==> src/rtl/vic_pkg.sv <==
package vic_pkg;

  // Word selectors of the register port (byte address / 4).
  typedef enum logic [2:0] {
    WSEL_MASK   = 3'd0,
    WSEL_RAW    = 3'd1,
    WSEL_MASKED = 3'd2,
    WSEL_NMI    = 3'd3,
    WSEL_RSVD   = 3'd4
  } vic_word_e;

  localparam int unsigned VIC_WORD_W = 3;

endpackage

==> src/rtl/vic_line_capture.sv <==
module vic_line_capture #(
  parameter int unsigned N_LINES   = 32,
  parameter int unsigned NMI_LINES = 2
) (
  input  logic               clk,
  input  logic               rst_n,
  input  logic [N_LINES-1:0] lines,
  output logic [N_LINES-1:0] raw_next,
  output logic [N_LINES-1:0] raw_q,
  output logic [N_LINES-1:0] nmi_q
);

  // Lines 1..NORM_TOP feed raw bits 0..NORM_TOP-1; the top NMI_LINES go to NMI status.
  localparam int unsigned NMI_BASE = N_LINES - NMI_LINES;
  localparam int unsigned NORM_TOP = NMI_BASE - 1;

  function automatic logic [N_LINES-1:0] low_ones(input int unsigned n);
    logic [N_LINES-1:0] r;
    for (int i = 0; i < N_LINES; i++) r[i] = (i < n);
    return r;
  endfunction

  localparam logic [N_LINES-1:0] NORM_KEEP = low_ones(NORM_TOP);
  localparam logic [N_LINES-1:0] NMI_KEEP  = ~low_ones(NMI_BASE);

  logic [N_LINES-1:0] nmi_next;

  // Line 0 is shifted out and has no pending bit.
  assign raw_next = (lines >> 1) & NORM_KEEP;
  assign nmi_next = lines & NMI_KEEP;

  always_ff @(posedge clk) begin
    if (!rst_n) begin
      raw_q <= '0;
      nmi_q <= '0;
    end else begin
      raw_q <= raw_next;
      nmi_q <= nmi_next;
    end
  end

  logic past_ok;
  always_ff @(posedge clk) begin
    if (!rst_n) past_ok <= 1'b0;
    else        past_ok <= 1'b1;
  end

  for (genvar g = 1; g <= NORM_TOP; g++) begin : g_raw_chk
    AST_RAW_FOLLOWS_LINE: assert property (@(posedge clk) disable iff (!rst_n)
      past_ok |-> (raw_q[g-1] == $past(lines[g]))) else $error("raw bit");
  end

  for (genvar g = NMI_BASE; g < N_LINES; g++) begin : g_nmi_chk
    AST_NMI_FOLLOWS_LINE: assert property (@(posedge clk) disable iff (!rst_n)
      past_ok |-> (nmi_q[g] == $past(lines[g]))) else $error("nmi bit");
  end

  AST_RAW_TOP_ZERO: assert property (@(posedge clk) disable iff (!rst_n)
    (raw_q & ~NORM_KEEP) == '0) else $error("raw top");

endmodule

==> src/rtl/vic_vec_encode.sv <==
module vic_vec_encode #(
  parameter int unsigned         W          = 32,
  parameter int unsigned         VEC_W      = 8,
  parameter logic [VEC_W-1:0]    BASE_VEC   = 8'h31,
  parameter logic [VEC_W-1:0]    SHARED_VEC = 8'h30
) (
  input  logic [W-1:0]     pend,
  output logic [VEC_W-1:0] vec_c,
  output logic             any_c
);

  localparam int unsigned IDX_W = (W > 1) ? $clog2(W) : 1;

  function automatic logic [W-1:0] bit_sel(input int unsigned b);
    logic [W-1:0] r;
    for (int i = 0; i < W; i++) r[i] = ((i >> b) & 1) == 1;
    return r;
  endfunction

  logic [IDX_W-1:0] idx;
  logic             multi;

  // Index of the set bit, valid when exactly one bit is set.
  for (genvar b = 0; b < IDX_W; b++) begin : g_idx
    localparam logic [W-1:0] SEL = bit_sel(b);
    assign idx[b] = |(pend & SEL);
  end

  assign any_c = |pend;
  assign multi = |(pend & (pend - W'(1)));

  always_comb begin
    if (!any_c)     vec_c = '0;
    else if (multi) vec_c = SHARED_VEC;
    else            vec_c = BASE_VEC + VEC_W'(idx);
  end

endmodule

==> src/rtl/vic_reg_port.sv <==
module vic_reg_port
  import vic_pkg::*;
#(
  parameter int unsigned DATA_W = 32,
  parameter int unsigned ADDR_W = 5
) (
  input  logic              clk,
  input  logic              rst_n,
  input  logic              wr_en,
  input  logic              rd_en,
  input  logic [ADDR_W-1:0] addr,
  input  logic [DATA_W-1:0] wdata,
  input  logic [DATA_W-1:0] raw_q,
  input  logic [DATA_W-1:0] masked_q,
  input  logic [DATA_W-1:0] nmi_q,
  output logic [DATA_W-1:0] mask_q,
  output logic [DATA_W-1:0] mask_next,
  output logic [DATA_W-1:0] rdata
);

  logic [VIC_WORD_W-1:0] word;
  logic                  hit_mask;
  logic [DATA_W-1:0]     rd_mux;

  assign word      = VIC_WORD_W'(addr >> 2);
  assign hit_mask  = wr_en && (vic_word_e'(word) == WSEL_MASK);
  assign mask_next = hit_mask ? wdata : mask_q;

  always_comb begin
    case (vic_word_e'(word))
      WSEL_MASK:   rd_mux = mask_q;
      WSEL_RAW:    rd_mux = raw_q;
      WSEL_MASKED: rd_mux = masked_q;
      WSEL_NMI:    rd_mux = nmi_q;
      default:     rd_mux = '0;
    endcase
  end

  always_ff @(posedge clk) begin
    if (!rst_n) begin
      mask_q <= '0;
      rdata  <= '0;
    end else begin
      mask_q <= mask_next;
      if (rd_en) rdata <= rd_mux;
    end
  end

  AST_MASK_ONLY_WORD0: assert property (@(posedge clk) disable iff (!rst_n)
    !(wr_en && (word == VIC_WORD_W'(0))) |=> $stable(mask_q)) else $error("mask");

  AST_RDATA_HOLD: assert property (@(posedge clk) disable iff (!rst_n)
    !rd_en |=> $stable(rdata)) else $error("rdata");

endmodule

==> src/rtl/vic_top.sv <==
module vic_top #(
  parameter int unsigned      N_LINES    = 32,
  parameter int unsigned      NMI_LINES  = 2,
  parameter int unsigned      ADDR_W     = 5,
  parameter int unsigned      VEC_W      = 8,
  parameter logic [VEC_W-1:0] BASE_VEC   = 8'h31,
  parameter logic [VEC_W-1:0] SHARED_VEC = 8'h30
) (
  input  logic               clk,
  input  logic               rst_n,
  input  logic [N_LINES-1:0] irq_lines,
  input  logic               wr_en,
  input  logic               rd_en,
  input  logic [ADDR_W-1:0]  addr,
  input  logic [N_LINES-1:0] wdata,
  output logic [N_LINES-1:0] rdata,
  output logic               irq_req,
  output logic [VEC_W-1:0]   irq_vec,
  output logic               nmi_req
);

  logic [N_LINES-1:0] raw_next, raw_q, nmi_q;
  logic [N_LINES-1:0] mask_q, mask_next;
  logic [N_LINES-1:0] masked_q, masked_next;
  logic [VEC_W-1:0]   vec_c;
  logic               any_c;

  vic_line_capture #(
    .N_LINES   (N_LINES),
    .NMI_LINES (NMI_LINES)
  ) u_capture (
    .clk      (clk),
    .rst_n    (rst_n),
    .lines    (irq_lines),
    .raw_next (raw_next),
    .raw_q    (raw_q),
    .nmi_q    (nmi_q)
  );

  vic_reg_port #(
    .DATA_W (N_LINES),
    .ADDR_W (ADDR_W)
  ) u_regs (
    .clk       (clk),
    .rst_n     (rst_n),
    .wr_en     (wr_en),
    .rd_en     (rd_en),
    .addr      (addr),
    .wdata     (wdata),
    .raw_q     (raw_q),
    .masked_q  (masked_q),
    .nmi_q     (nmi_q),
    .mask_q    (mask_q),
    .mask_next (mask_next),
    .rdata     (rdata)
  );

  assign masked_q    = raw_q & mask_q;
  // Encode the state the registers take at this edge so outputs move with them.
  assign masked_next = raw_next & mask_next;

  vic_vec_encode #(
    .W          (N_LINES),
    .VEC_W      (VEC_W),
    .BASE_VEC   (BASE_VEC),
    .SHARED_VEC (SHARED_VEC)
  ) u_enc (
    .pend  (masked_next),
    .vec_c (vec_c),
    .any_c (any_c)
  );

  always_ff @(posedge clk) begin
    if (!rst_n) begin
      irq_vec <= '0;
      irq_req <= 1'b0;
    end else begin
      irq_vec <= vec_c;
      irq_req <= any_c;
    end
  end

  assign nmi_req = |nmi_q;

  AST_SINGLE_SOURCE: assert property (@(posedge clk) disable iff (!rst_n)
    (irq_vec > SHARED_VEC) |-> ($countones(masked_q) == 1)) else $error("single");

  AST_SHARED_VECTOR: assert property (@(posedge clk) disable iff (!rst_n)
    (irq_vec == SHARED_VEC) |-> ($countones(masked_q) > 1)) else $error("shared");

  AST_REQ_MATCHES_VEC: assert property (@(posedge clk) disable iff (!rst_n)
    irq_req == (irq_vec != '0)) else $error("req");

  AST_IDLE_NO_REQ: assert property (@(posedge clk) disable iff (!rst_n)
    (masked_q == '0) |-> !irq_req) else $error("idle");

endmodule

==> config.mk <==
export PLATFORM = sky130hd
export DESIGN_NAME = vic_top
export DESIGN_NICKNAME = d
export VERILOG_FILES = /design/src/rtl/vic_pkg.sv /design/src/rtl/vic_line_capture.sv /design/src/rtl/vic_vec_encode.sv /design/src/rtl/vic_reg_port.sv /design/src/rtl/vic_top.sv
export SDC_FILE = /design/constraint.sdc
export NUM_CORES = 1
export LEC_CHECK = 0
export CAP_MARGIN = 20
export CORE_ASPECT_RATIO = 0.75
export CORE_MARGIN = 3
export CORE_UTILIZATION = 50
export DETAILED_ROUTE_END_ITERATION = 10
export HOLD_SLACK_MARGIN = 0.03
export PLACE_DENSITY = 0.76
export SYNTH_ARGS = -nofsm -noshare
export SYNTH_HDL_FRONTEND = slang
export SYNTH_SLANG_ARGS = --single-unit
==> constraint.sdc <==
create_clock -name clk -period 8.9 [get_ports clk]
set_input_delay 2.67 -clock clk [delete_from_list [all_inputs] [get_ports clk]]
set_output_delay 2.67 -clock clk [all_outputs]
set_load 0.05 [all_outputs]
Word level (Yosys, flattened, before mapping)
Cells that the tools add are included.
{ "totals": {"reg_bits": 136} }
{ "classes": {"reduce_logical": 12, "n_mux": 3, "addsub": 2, "n_bitwise": 5, "eq_ne": 3} }
{ "ops": {"columns": ["operator", "n"], "rows": [
  ["case mux 32 bit (4 select lines)", 1],
  ["OR reduction 32 bit", 3],
  ["OR reduction 16 bit", 5],
  ["AND 32 bit", 2],
  ["OR reduction 34 bit", 1],
  ["AND 29 x 32 -> 32 bit", 1],
  ["two-way mux 32 bit", 1],
  ["subtractor 32 x 1 -> 32 bit (second input constant)", 1],
  ["adder 6 x 5 -> 7 bit (first input constant)", 1],
  ["== test 3 x 2 -> 1 bit (second input constant)", 2],
  ["two-way mux 6 bit", 1],
  ["== test 3 x 1 -> 1 bit (second input constant)", 1],
  ["logical NOT 3 bit", 1],
  ["inverter 1 bit", 2],
  ["AND reduction 2 bit", 1],
  ["logical AND 1 bit", 1]
]} }

Depth between registers and ports, before layout
Gate-level depths: netlist of run 1.
{ "logic_depth": {"depth_word": 8, "depth_mapped": 11, "depth_no_buf": 8} }

Modules after synthesis
Synthesis of run 1 repeated with hierarchy kept, for this count alone.
{ "unflattened": {"hier_cells": 648, "area_unflattened_um2": 6212.2} }
{ "modules_own_cells": {"columns": ["module", "seq_area_each_um2", "area_each_um2", "cells_per_inst", "instances"], "rows": [
  ["vic_reg_port", 1281.2, 3473.3, 318, 1],
  ["vic_line_capture", 620.6, 1360.1, 131, 1],
  ["vic_top", 180.2, 711.9, 93, 1],
  ["vic_vec_encode", 0.0, 666.9, 106, 1]
]} }

Least setup slack after synthesis of run 1
OpenSTA, ideal clock, no wires.
{ "synth_timing": {"kind": "input port to flip-flop", "startpoint": "input addr[2]", "endpoint": "register irq_vec[4]", "cell_stages": 9, "path_buffers": 2, "setup_slack_ps": 3561, "t_arrival_ps": 5214, "path_cell_list": "nor4b_4 buf_6 buf_6 mux2_2 a21oi_1 nand2_1 or4b_2 and4_1 o41a_1"} }
{ "synth_between": {"elab_chain_len": 8, "elab_cells_between_ends": 16, "cone_classes": "add/sub (2); mux (2); bitwise (2); reduce/logical (10)"} }
{ "synth_lines": {"columns": ["element", "line_no", "rtl"], "rows": [
  ["start: declaration", "vic_top.sv:14", "input logic [ADDR_W-1:0] addr,"],
  ["logical NOT 3 bit (*)", "vic_reg_port.sv:26", "assign hit_mask = wr_en && (vic_word_e'(word) == WSEL_MASK);"],
  ["logical AND 1 bit (*)", "vic_reg_port.sv:26", null],
  ["two-way mux 32 bit (*)", "vic_reg_port.sv:27", "assign mask_next = hit_mask ? wdata : mask_q;"],
  ["AND 29 x 32 -> 32 bit (*)", "vic_top.sv:60", "assign masked_next = raw_next & mask_next;"],
  ["subtractor 32 x 1 -> 32 bit", "vic_vec_encode.sv:30", "assign multi = |(pend & (pend - W'(1)));"],
  ["AND 32 bit", "vic_vec_encode.sv:30", null],
  ["OR reduction 32 bit", "vic_vec_encode.sv:30", null],
  ["two-way mux 6 bit", "vic_vec_encode.sv:34", "else if (multi) vec_c = SHARED_VEC;"],
  ["end signal: assignment", "vic_top.sv:78", "irq_vec <= vec_c;"],
  ["end: declaration", "vic_top.sv:18", "output logic [VEC_W-1:0] irq_vec,"]
]} }
Mark *: on every way between the ends. The rest lies on a longest branch, timed or not.
A chain may end at the register's enable or synchronous reset.

Worst setup path after layout of run 1
{ "layout_timing": {"startpoint": "input addr[3]", "endpoint": "register irq_vec[4]"} }
The elaborated chain is that of the path after synthesis.

==> impl_metrics.py, run 1 <==
metrics = {
    "status": {
        "status": "complete, no violations",
    },
    "clocking": {
        "cts_made_buffers": 9,
        "clkSlewWorstSetupHoldPaths_ns": 0.07,
        "cts_buffer_depth": 2,
        "htree_levels": 3,
        "postCtsSetupRepairBufs": 0,
        "cts_sinks": 103,
        "cts_resized": 0,
        "cts_tree": "yes",
        "clk_latency_ns": 0.34,
        "clk_root_buffer_cell": "clkbuf_16",
        "hold_buffers": 0,
    },
    "route": {
        "first_pass_iters": 5,
        "drc": 0,
        "wl_um": 15400,
        "first_iter_violations": 345,
        "via_per_inst": 5.79,
        "wl_per_cell_um": 17.9,
        "drtAntennaViolNets": 0,
        "vias": 4990,
    },
    "power_and_ir_drop": {
        "ir_worst_vdd_uv": 129,
        "pwr_density_cell_mw_per_mm2": 161,
        "leakage_nw": 2.43,
        "power.total_w": 0.00108,
    },
    "timing": {
        "rsz0062_at_grt": "false",
        "final-hold-violation-count": 0,
        "whs_ns": 0.466,
        "min_period_ns": 6.32,
        "maxSlewHeadroom": 0.433,
        "drv_slew": 0,
        "finalClockSkew_ns": 0.00645,
        "setup_tns_ns": 0,
        "setup_viol": 0,
        "fmax_mhz": 158,
        "fin_crit_sh": 0.710,
        "worst_slew_pin_slew_ns": 0.827,
    },
    "setup_path": {
        "critPathRequiredTime_ns": 9.13,
        "path_cells": "clkdlybuf4s50_1 > buf_4 > nor4b_4 > buf_4 > mux2i_1 > nor4_4 > nand3_1 > o31ai_1 > o2111a_1 > o2111ai_2 > o41a_1",
        "path_delay_family": "compound AO/OA/AOI/OAI gates",
        "crit_arrival_ns": 6.55,
        "worst_setup_path_end_kind": "register",
        "critPathMaxStageDelay_ns": 0.54,
        "reg2reg_from": "u_regs.mask_q[7]",
        "worstSetupStartpointType": "input port",
        "r2r_end": "irq_vec[4]",
        "ff2ff_setup_slack_ns": 6.03,
        "crit_buf_inv": 3,
        "critPathMostFrequentCell": "buf_4",
        "worst-setup-path-type": "input port to register",
        "rr_worst_depth": 8,
        "crit_fanout": 33,
        "slowest_stage": "nor4_4",
    },
    "yosys": {
        "synth_top_area_share": 0.395,
        "synth_common_cells": "121 x nand2_1, 103 x dfxtp_1, 66 x and2_1",
        "ys_async_sr_fraction": 0,
        "synth_edf_count": 0,
        "synth_ff_type": "dfxtp_1",
        "synthTopCellsByArea": "dfxtp_1 39%, nand2_1 8.7%, and2_1 7.9%, mux2i_1 5.2%, a21boi_0 4.2%",
        "ys_types": 56,
        "yosys.area.top_type": "dfxtp_1",
        "yosysMostFrequentCell": "nand2_1",
        "ys_warn_count": 0,
        "synth_seq_area_share": 0.395,
        "synth_seq_cells": 103,
        "syn_nets": 705,
        "synth.cell_area_sq_mm": 0.00523,
        "syn_inst": 631,
        "avgSynthCellArea_sq_um": 8.28,
    },
    "grt": {
        "grt_usage": 0.264,
        "grt_max_degree": 97,
        "grt_pass1_wl_um": 24000,
        "antenna_found_initial": 0,
        "grt_pass1_vias": 4774,
        "overflow": 0,
    },
    "run": {
        "maxCapViolations": 0,
    },
    "die": {
        "rows": 31,
        "die_y_um": 94.5,
        "die_area_sq_mm": 0.0117,
        "die_w_um": 124,
        "coreArea_sq_mm": 0.00993,
        "initial_utilization": 0.526,
        "io_pins": 115,
    },
    "worst_hold_path": {
        "min_from": "u_regs.mask_q[31]",
        "hold_path.class": "register to register",
        "hold_end": "u_regs.mask_q[31]",
        "hold_depth": 2,
    },
    "final_layout": {
        "seqCellArea_sq_mm": 0.00206,
        "area_delta_synth_final_pct": 28.2,
        "drive_above_1_share": 0.0575,
        "fillers": 829,
        "diodes": 0,
        "multi_input_area_sq_mm": 0.00287,
        "layout.nets": 799,
    },
    "placement": {
        "dp_hpwl_um": 10700,
        "place_congestion": 0.972,
        "io_buffers": 110,
    },
}
-- worst max-delay path by stage --
stage	from	endpoint	cells after the start	slack, ns
detailed placement	addr[3]	irq_vec[4]	11	2.31
global placement	addr[3]	irq_vec[4]	11	2.25
floorplan	addr[2]	irq_vec[4]	9	3.56
global route	addr[3]	irq_vec[4]	11	2.40
CTS	addr[3]	irq_vec[4]	11	2.66
finish	addr[3]	irq_vec[4]	11	2.58
-- layer usage --
| layer | up-vias | part of all wire | track usage |
|---|---|---|---|
| met5 | - | 0 | 0 |
| met4 | 0 | 0.018 | 0.0857 |
| met3 | 25 | 0.090 | 0.0737 |
| met2 | 218 | 0.45 | 0.422 |
| met1 | 2364 | 0.44 | 0.348 |
| li1 | 2383 | - | - |
-- flip-flops by register name, indices dropped and copies added (netlist names) --
register / cells
irq_req: 1
irq_vec: 7
u_capture.nmi_q: 2
u_capture.raw_q: 29
u_regs.mask_q: 32
u_regs.rdata: 32
-- through the flow --
step                cell area (sq um)  instances  setup WS [ns]   util
finish                           6700        862           2.58  0.675
global route                     6700        862           2.40  0.675
global placement                 6400        846           2.25  0.645
CTS                              6700        862           2.66  0.675
floorplan                        5230        631           3.56      -
detailed placement               6400        846           2.31  0.645
-- logic make-up (layout without fill, tap and decap cells) --
kind of cell	count (synthesis)	in the layout	synth area share
other	1	1	0.000718
XOR/XNOR	2	2	0.00335
AO/OA/AOI/OAI	139	139	0.192
buffers and inverters	71	170	0.0560
multiplexers	31	31	0.0608
flip-flops	103	103	0.395
adder cells (fa/ha/maj)	2	2	0.00431
AND/OR/NAND/NOR	282	282	0.288
-- final cells by class --
| cell class | count | area share |
|---|---|---|
| timing repair buffer | 120 | 0.175 |
| clock buffer | 10 | 0.0342 |
| sequential | 103 | 0.308 |
| clock inverter | 6 | 0.0105 |
| inverter | 34 | 0.0191 |
| multi-input combinational | 457 | 0.429 |
| tap | 132 | 0.0247 |
-- power breakdown --
group | internal (W) | switching, W | total [W] | leakage, nW
registers | 0.000479 | 0.00000786 | 0.000486 | 0.841
logic | 0.0000815 | 0.000113 | 0.000195 | 1.45
clock network | 0.000220 | 0.000176 | 0.000396 | 0.141
total | 0.000780 | 0.000297 | 0.00108 | 2.43
-- layout by cell type, fill, tap and decap left out, drive strengths merged, types with 8 or more instances in the layout --
cell type and n:
nand4 8, nand2b 21, a21boi 29, o22ai 31, a22oi 15, o21ai 11, buf 11, nor3 13
nor2 16, a21o 10, nand2 122, inv 35, and2 66, clkdlybuf4s50 109, nor4 10, clkbuf 10
a32oi 19, dfxtp 103, mux2i 28
-- worst register-to-register path, cell delays in order (launching register included) --
cell,delay (ns)
dfxtp_1,0.33
nand2_1,0.07
mux2i_1,0.25
nor4_4,0.54
nand3_1,0.24
o31ai_1,0.37
o2111a_1,0.26
o2111ai_2,0.23
o41a_1,0.47
Note: power is estimated with default switching activity, not from simulation.
==> inputs of run 2 (changes only) <==
clock period = 5.95 ns   (was 8.9 ns; I/O delays follow)
==> run 2 against run 1 <==
- hold slack improved by 0.012 ns
- sequential power grew 50%
- clock skew is 0.0017 ns lower
- clock power up 64%
- sequential cell count did not move
- largest cell class unchanged
- largest power group unchanged
==> impl_metrics.py, run 2 (synthesized netlist as in run 1, its figures left out) <==
metrics = {
    "timing": {
        "setup_viol": 0,
        "min_period_ns": 5.07,
        "rsz0062_at_grt": "false",
        "fmax_mhz": 197,
        "finalClockSkew_ns": 0.00473,
        "setup_tns_ns": 0,
        "drv_slew": 0,
        "final-hold-violation-count": 0,
        "maxSlewHeadroom": 0.485,
        "fin_ws_ns": 0.877,
        "worst_slew_pin_slew_ns": 0.752,
        "fin_crit_sh": 0.853,
    },
    "grt": {
        "grt_pass1_wl_um": 24000,
        "overflow": 0,
        "grt_pass1_vias": 4699,
        "grt_usage": 0.263,
        "grt_max_degree": 97,
        "antenna_found_initial": 0,
    },
    "die": {
        "initial_utilization": 0.526,
        "die_w_um": 124,
        "die_area_sq_mm": 0.0117,
        "coreArea_sq_mm": 0.00993,
        "io_pins": 115,
        "rows": 31,
        "die_y_um": 94.5,
    },
    "placement": {
        "dp.cells": 849,
        "dp_hpwl_um": 10600,
        "post-place-ws_ns": 0.586,
        "placed_area_sq_mm": 0.00645,
        "place_congestion": 0.886,
        "io_buffers": 110,
    },
    "worst_hold_path": {
        "hold_path.class": "register to register",
        "hold_depth": 2,
    },
    "final_layout": {
        "final_cell_mix": "121 x nand2_1, 109 x clkdlybuf4s50_1, 103 x dfxtp_1",
        "final_common_cell": "nand2_1",
        "design_area_sq_mm": 0.00678,
        "area_delta_synth_final_pct": 29.8,
        "top_regs": "u_regs.mask_q: 32 flops, u_regs.rdata: 32 flops, u_capture.raw_q: 29 flops",
        "layout.nets": 802,
        "drive_above_1_share": 0.0614,
        "diodes": 0,
        "fin_cells": 865,
    },
    "route": {
        "wl_um": 15100,
        "drc": 0,
        "wl_per_cell_um": 17.5,
        "first_iter_violations": 369,
        "vias": 4920,
        "via_per_inst": 5.69,
        "first_pass_iters": 5,
        "drtAntennaViolNets": 0,
    },
    "setup_path": {
        "critPathMaxStageDelay_ns": 0.53,
        "critPathRequiredTime_ns": 6.17,
        "worst-setup-path-type": "input port to register",
        "crit_arrival_ns": 5.30,
        "worstSetupStartpointType": "input port",
        "path_cells": "clkdlybuf4s50_1 > nor4b_4 > buf_12 > mux2i_1 > nor4_4 > a31oi_1 > nor4b_1 > o2111a_1 > o2111ai_2 > o41a_1",
        "rr_worst_depth": 8,
        "slowest_stage": "nor4_4",
        "worst_setup_path_end_kind": "register",
        "crit_fanout": 33,
    },
    "clocking": {
        "postCtsSetupRepairBufs": 0,
        "cts_made_buffers": 9,
        "cts_buffer_depth": 2,
        "clkSlewWorstSetupHoldPaths_ns": 0.07,
        "cts_tree": "yes",
        "clk_root_buffer_cell": "clkbuf_16",
        "hold_buffers": 0,
        "cts_sinks": 103,
        "cts_resized": 0,
        "htree_levels": 3,
        "clk_latency_ns": 0.34,
    },
    "power_and_ir_drop": {
        "power.total_w": 0.00167,
        "leakage_nw": 2.47,
        "ir_worst_vdd_uv": 192,
        "pwr_density_cell_mw_per_mm2": 246,
    },
    "status": {
        "status": "complete, no violations",
    },
    "run": {
        "maxCapViolations": 0,
    },
}
-- run 2: cell type report --
type | count | area (sq um)
timing repair buffer | 123 | 1220
multi-input combinational | 457 | 2870
inverter | 34 | 128
sequential | 103 | 2060
clock inverter | 5 | 92.6
clock buffer | 11 | 243
tap | 132 | 165
fill | 853 | 3150
-- run 2: worst paths after layout --
kind	startpoint	to	slack [ns]
min	u_regs.mask_q[31]	u_regs.mask_q[31]	0.48
min reg2reg	u_regs.mask_q[31]	u_regs.mask_q[31]	0.48
max	addr[2]	irq_vec[4]	0.88
max reg2reg	u_regs.mask_q[13]	irq_vec[4]	3.21
-- run 2: metrics by stage --
step | util | hold WS (ns)
after global routing | 0.683 | 0.509
after CTS | 0.683 | 0.478
after floorplan | - | 0.444
after detailed placement | 0.649 | 0.468
after global placement | 0.649 | 0.456
final | 0.683 | 0.478
-- run 2: routing by layer --
metal | vias up | track usage | part of all wire
li1 | 2396 | - | -
met1 | 2342 | 0.364 | 0.47
met2 | 170 | 0.422 | 0.45
met3 | 12 | 0.0509 | 0.071
met4 | 0 | 0.0684 | 0.0089
met5 | - | 0 | 0
-- run 2: power by group --
group	switching, W	internal, W
Combinational	0.000168	0.000124
Sequential	0.0000112	0.000716
Clock	0.000265	0.000385
-- run 2: worst max-delay path, delay by kind of cell --
family                 cells  cell delay (ns)
and+or+nand+nor            3             1.43
AOI/OAI and AO/OA          4             1.06
buffers and inverters      2             0.74
muxes                      1             0.26
==> inputs of run 3 (changes only) <==
CORE_ASPECT_RATIO = 1.75   (was 0.75)
MAX_ROUTING_LAYER = met4   (was default)
==> run 3 against run 2 <==
- fmax shrank 0.99%
- die area grew 0.30%
- core utilization is 1.4 points lower
- sequential power hardly changed
- combinational power hardly changed
- clock power is 7.9% lower
- hold slack got worse by 0.0058 ns
- sequential cell count did not move
- cell count fell by 1.0%
- non-clock buffer count shrank 2
- count of clock-buffer cells in the layout did not move
- via count fell by 0.37%
- largest power group unchanged
- highest routed layer unchanged
==> impl_metrics.py, run 3 (synthesized netlist as in run 1, its figures left out) <==
metrics = {
    "status": {
        "status": "complete, no violations",
    },
    "final_layout": {
        "layout.nets": 800,
        "area_delta_synth_final_pct": 28.4,
        "drive_above_1_share": 0.0575,
        "final_common_cell": "nand2_1",
        "top_regs": "u_regs.mask_q: 32 flops, u_regs.rdata: 32 flops, u_capture.raw_q: 29 flops",
        "fillers": 822,
        "final_cell_mix": "121 x nand2_1, 109 x clkdlybuf4s50_1, 103 x dfxtp_1",
        "post-route-util": 0.669,
        "diodes": 0,
    },
    "die": {
        "die_y_um": 141,
        "io_pins": 115,
        "die_area_sq_mm": 0.0118,
        "coreArea_sq_mm": 0.0100,
        "initial_utilization": 0.521,
        "die_w_um": 83.3,
        "rows": 48,
    },
    "clocking": {
        "cts_made_buffers": 9,
        "cts_resized": 0,
        "hold_buffers": 0,
        "cts_sinks": 103,
        "postCtsSetupRepairBufs": 0,
        "cts_buffer_depth": 2,
        "clk_root_buffer_cell": "clkbuf_16",
        "clk_latency_ns": 0.34,
        "cts_tree": "yes",
        "htree_levels": 3,
        "clkSlewWorstSetupHoldPaths_ns": 0.07,
    },
    "power_and_ir_drop": {
        "pwr_density_cell_mw_per_mm2": 241,
        "leakage_nw": 2.44,
        "ir_worst_vdd_uv": 188,
    },
    "grt": {
        "grt_usage": 0.273,
        "overflow": 0,
        "antenna_found_initial": 0,
        "grt_pass1_vias": 4682,
        "grt_pass1_wl_um": 24500,
        "grt_max_degree": 97,
    },
    "route": {
        "drtAntennaViolNets": 0,
        "via_per_inst": 5.73,
        "wl_per_cell_um": 18.5,
        "vias": 4902,
        "first_iter_violations": 335,
        "wl_um": 15800,
        "first_pass_iters": 5,
        "drc": 0,
    },
    "setup_path": {
        "crit_fanout": 37,
        "critPathMaxStageDelay_ns": 0.52,
        "rr_worst_depth": 8,
        "worst_setup_path_end_kind": "register",
        "ff2ff_setup_slack_ns": 3.12,
        "slowest_stage": "clkdlybuf4s50_1",
        "worstSetupStartpointType": "input port",
        "path_cells": "clkdlybuf4s50_1 > nor4b_4 > buf_12 > mux2i_1 > nor4_4 > nand3_1 > o21ai_0 > and4_1 > o2111ai_2 > o41a_1",
        "worst-setup-path-type": "input port to register",
        "crit_arrival_ns": 5.35,
        "critPathRequiredTime_ns": 6.17,
    },
    "timing": {
        "final-hold-violation-count": 0,
        "setup_viol": 0,
        "fin_crit_sh": 0.861,
        "rsz0062_at_grt": "false",
        "fmax_mhz": 195,
        "maxSlewHeadroom": 0.450,
        "drv_slew": 0,
        "setup_tns_ns": 0,
        "worst_slew_pin_slew_ns": 0.802,
        "finalClockSkew_ns": 0.0101,
        "min_period_ns": 5.12,
    },
    "worst_hold_path": {
        "hold_depth": 2,
        "hold_path.class": "register to register",
    },
    "run": {
        "maxCapViolations": 0,
    },
    "placement": {
        "io_buffers": 110,
        "dp_hpwl_um": 11600,
        "place_congestion": 0.982,
    },
}
[run 3: changes by cell type in the layout (fill, tap and decap cells not counted)]
cell        before  now
buf_4           11    9
buf_12           2    1
buf_6            0    1
bufinv_16        2    1
clkbuf_1         1    2
clkbuf_8         1    0
clkinv_4         1    0
clkinv_8         1    0
clkinvlp_4       1    2
inv_6            0    1
inv_8            0    1
[run 3: area by class of cell]
cell class	count	area, sq um	area share
clock inverters	5	65.1	0.00969
flip-flops and latches	103	2060	0.307
multi-input cells	457	2870	0.428
repair buffers	121	1190	0.178
inverters	34	128	0.0190
well taps	125	156	0.0233
clock buffers	11	233	0.0347
[run 3: final timing paths]
| kind | from | to |
|---|---|---|
| setup / recovery | addr[2] | irq_vec[4] |
| hold / removal | u_regs.mask_q[29] | u_regs.mask_q[29] |
| setup reg to reg | u_regs.mask_q[7] | irq_vec[4] |
| hold reg to reg | u_regs.mask_q[29] | u_regs.mask_q[29] |
[run 3: report_power, final]
group / leakage [nW] / total (W) / internal, W / switching [W]
clock network: 0.138 / 0.000598 / 0.000331 / 0.000267
logic: 1.46 / 0.000292 / 0.000123 / 0.000169
registers: 0.841 / 0.000727 / 0.000716 / 0.0000114
total: 2.44 / 0.00162 / 0.00117 / 0.000447
[run 3: metal layers]
metal  wire length, um  track usage  vias up  part of all wire
met2              8180        0.468      164              0.52
met3               813       0.0474       31             0.051
met1              6250        0.310     2321              0.40
li1                  -            -     2386                 -
met5                 0            -        -                 0
met4               565        0.119        0             0.036
[run 3: critical path, delay by kind of cell]
family / cells / cell delay [ns]
AND/OR/NAND/NOR: 4 / 1.43
multiplexers: 1 / 0.29
buffers and inverters: 2 / 0.78
AO/OA/AOI/OAI: 3 / 1.03
[run 3: through the flow]
| step | power (W) | instance area [sq um] | hold WS, ns | cells | setup slack, ns |
|---|---|---|---|---|---|
| floorplan | 0.000911 | 5230 | 0.444 | 631 | 1.50 |
| global placement | 0.00103 | 6400 | 0.456 | 839 | 0.506 |
| detailed placement | 0.00103 | 6410 | 0.468 | 840 | 0.495 |
| CTS | 0.00163 | 6710 | 0.478 | 856 | 0.850 |
| global route | 0.00168 | 6710 | 0.498 | 856 | 0.656 |
| finish | 0.00162 | 6710 | 0.472 | 856 | 0.826 |
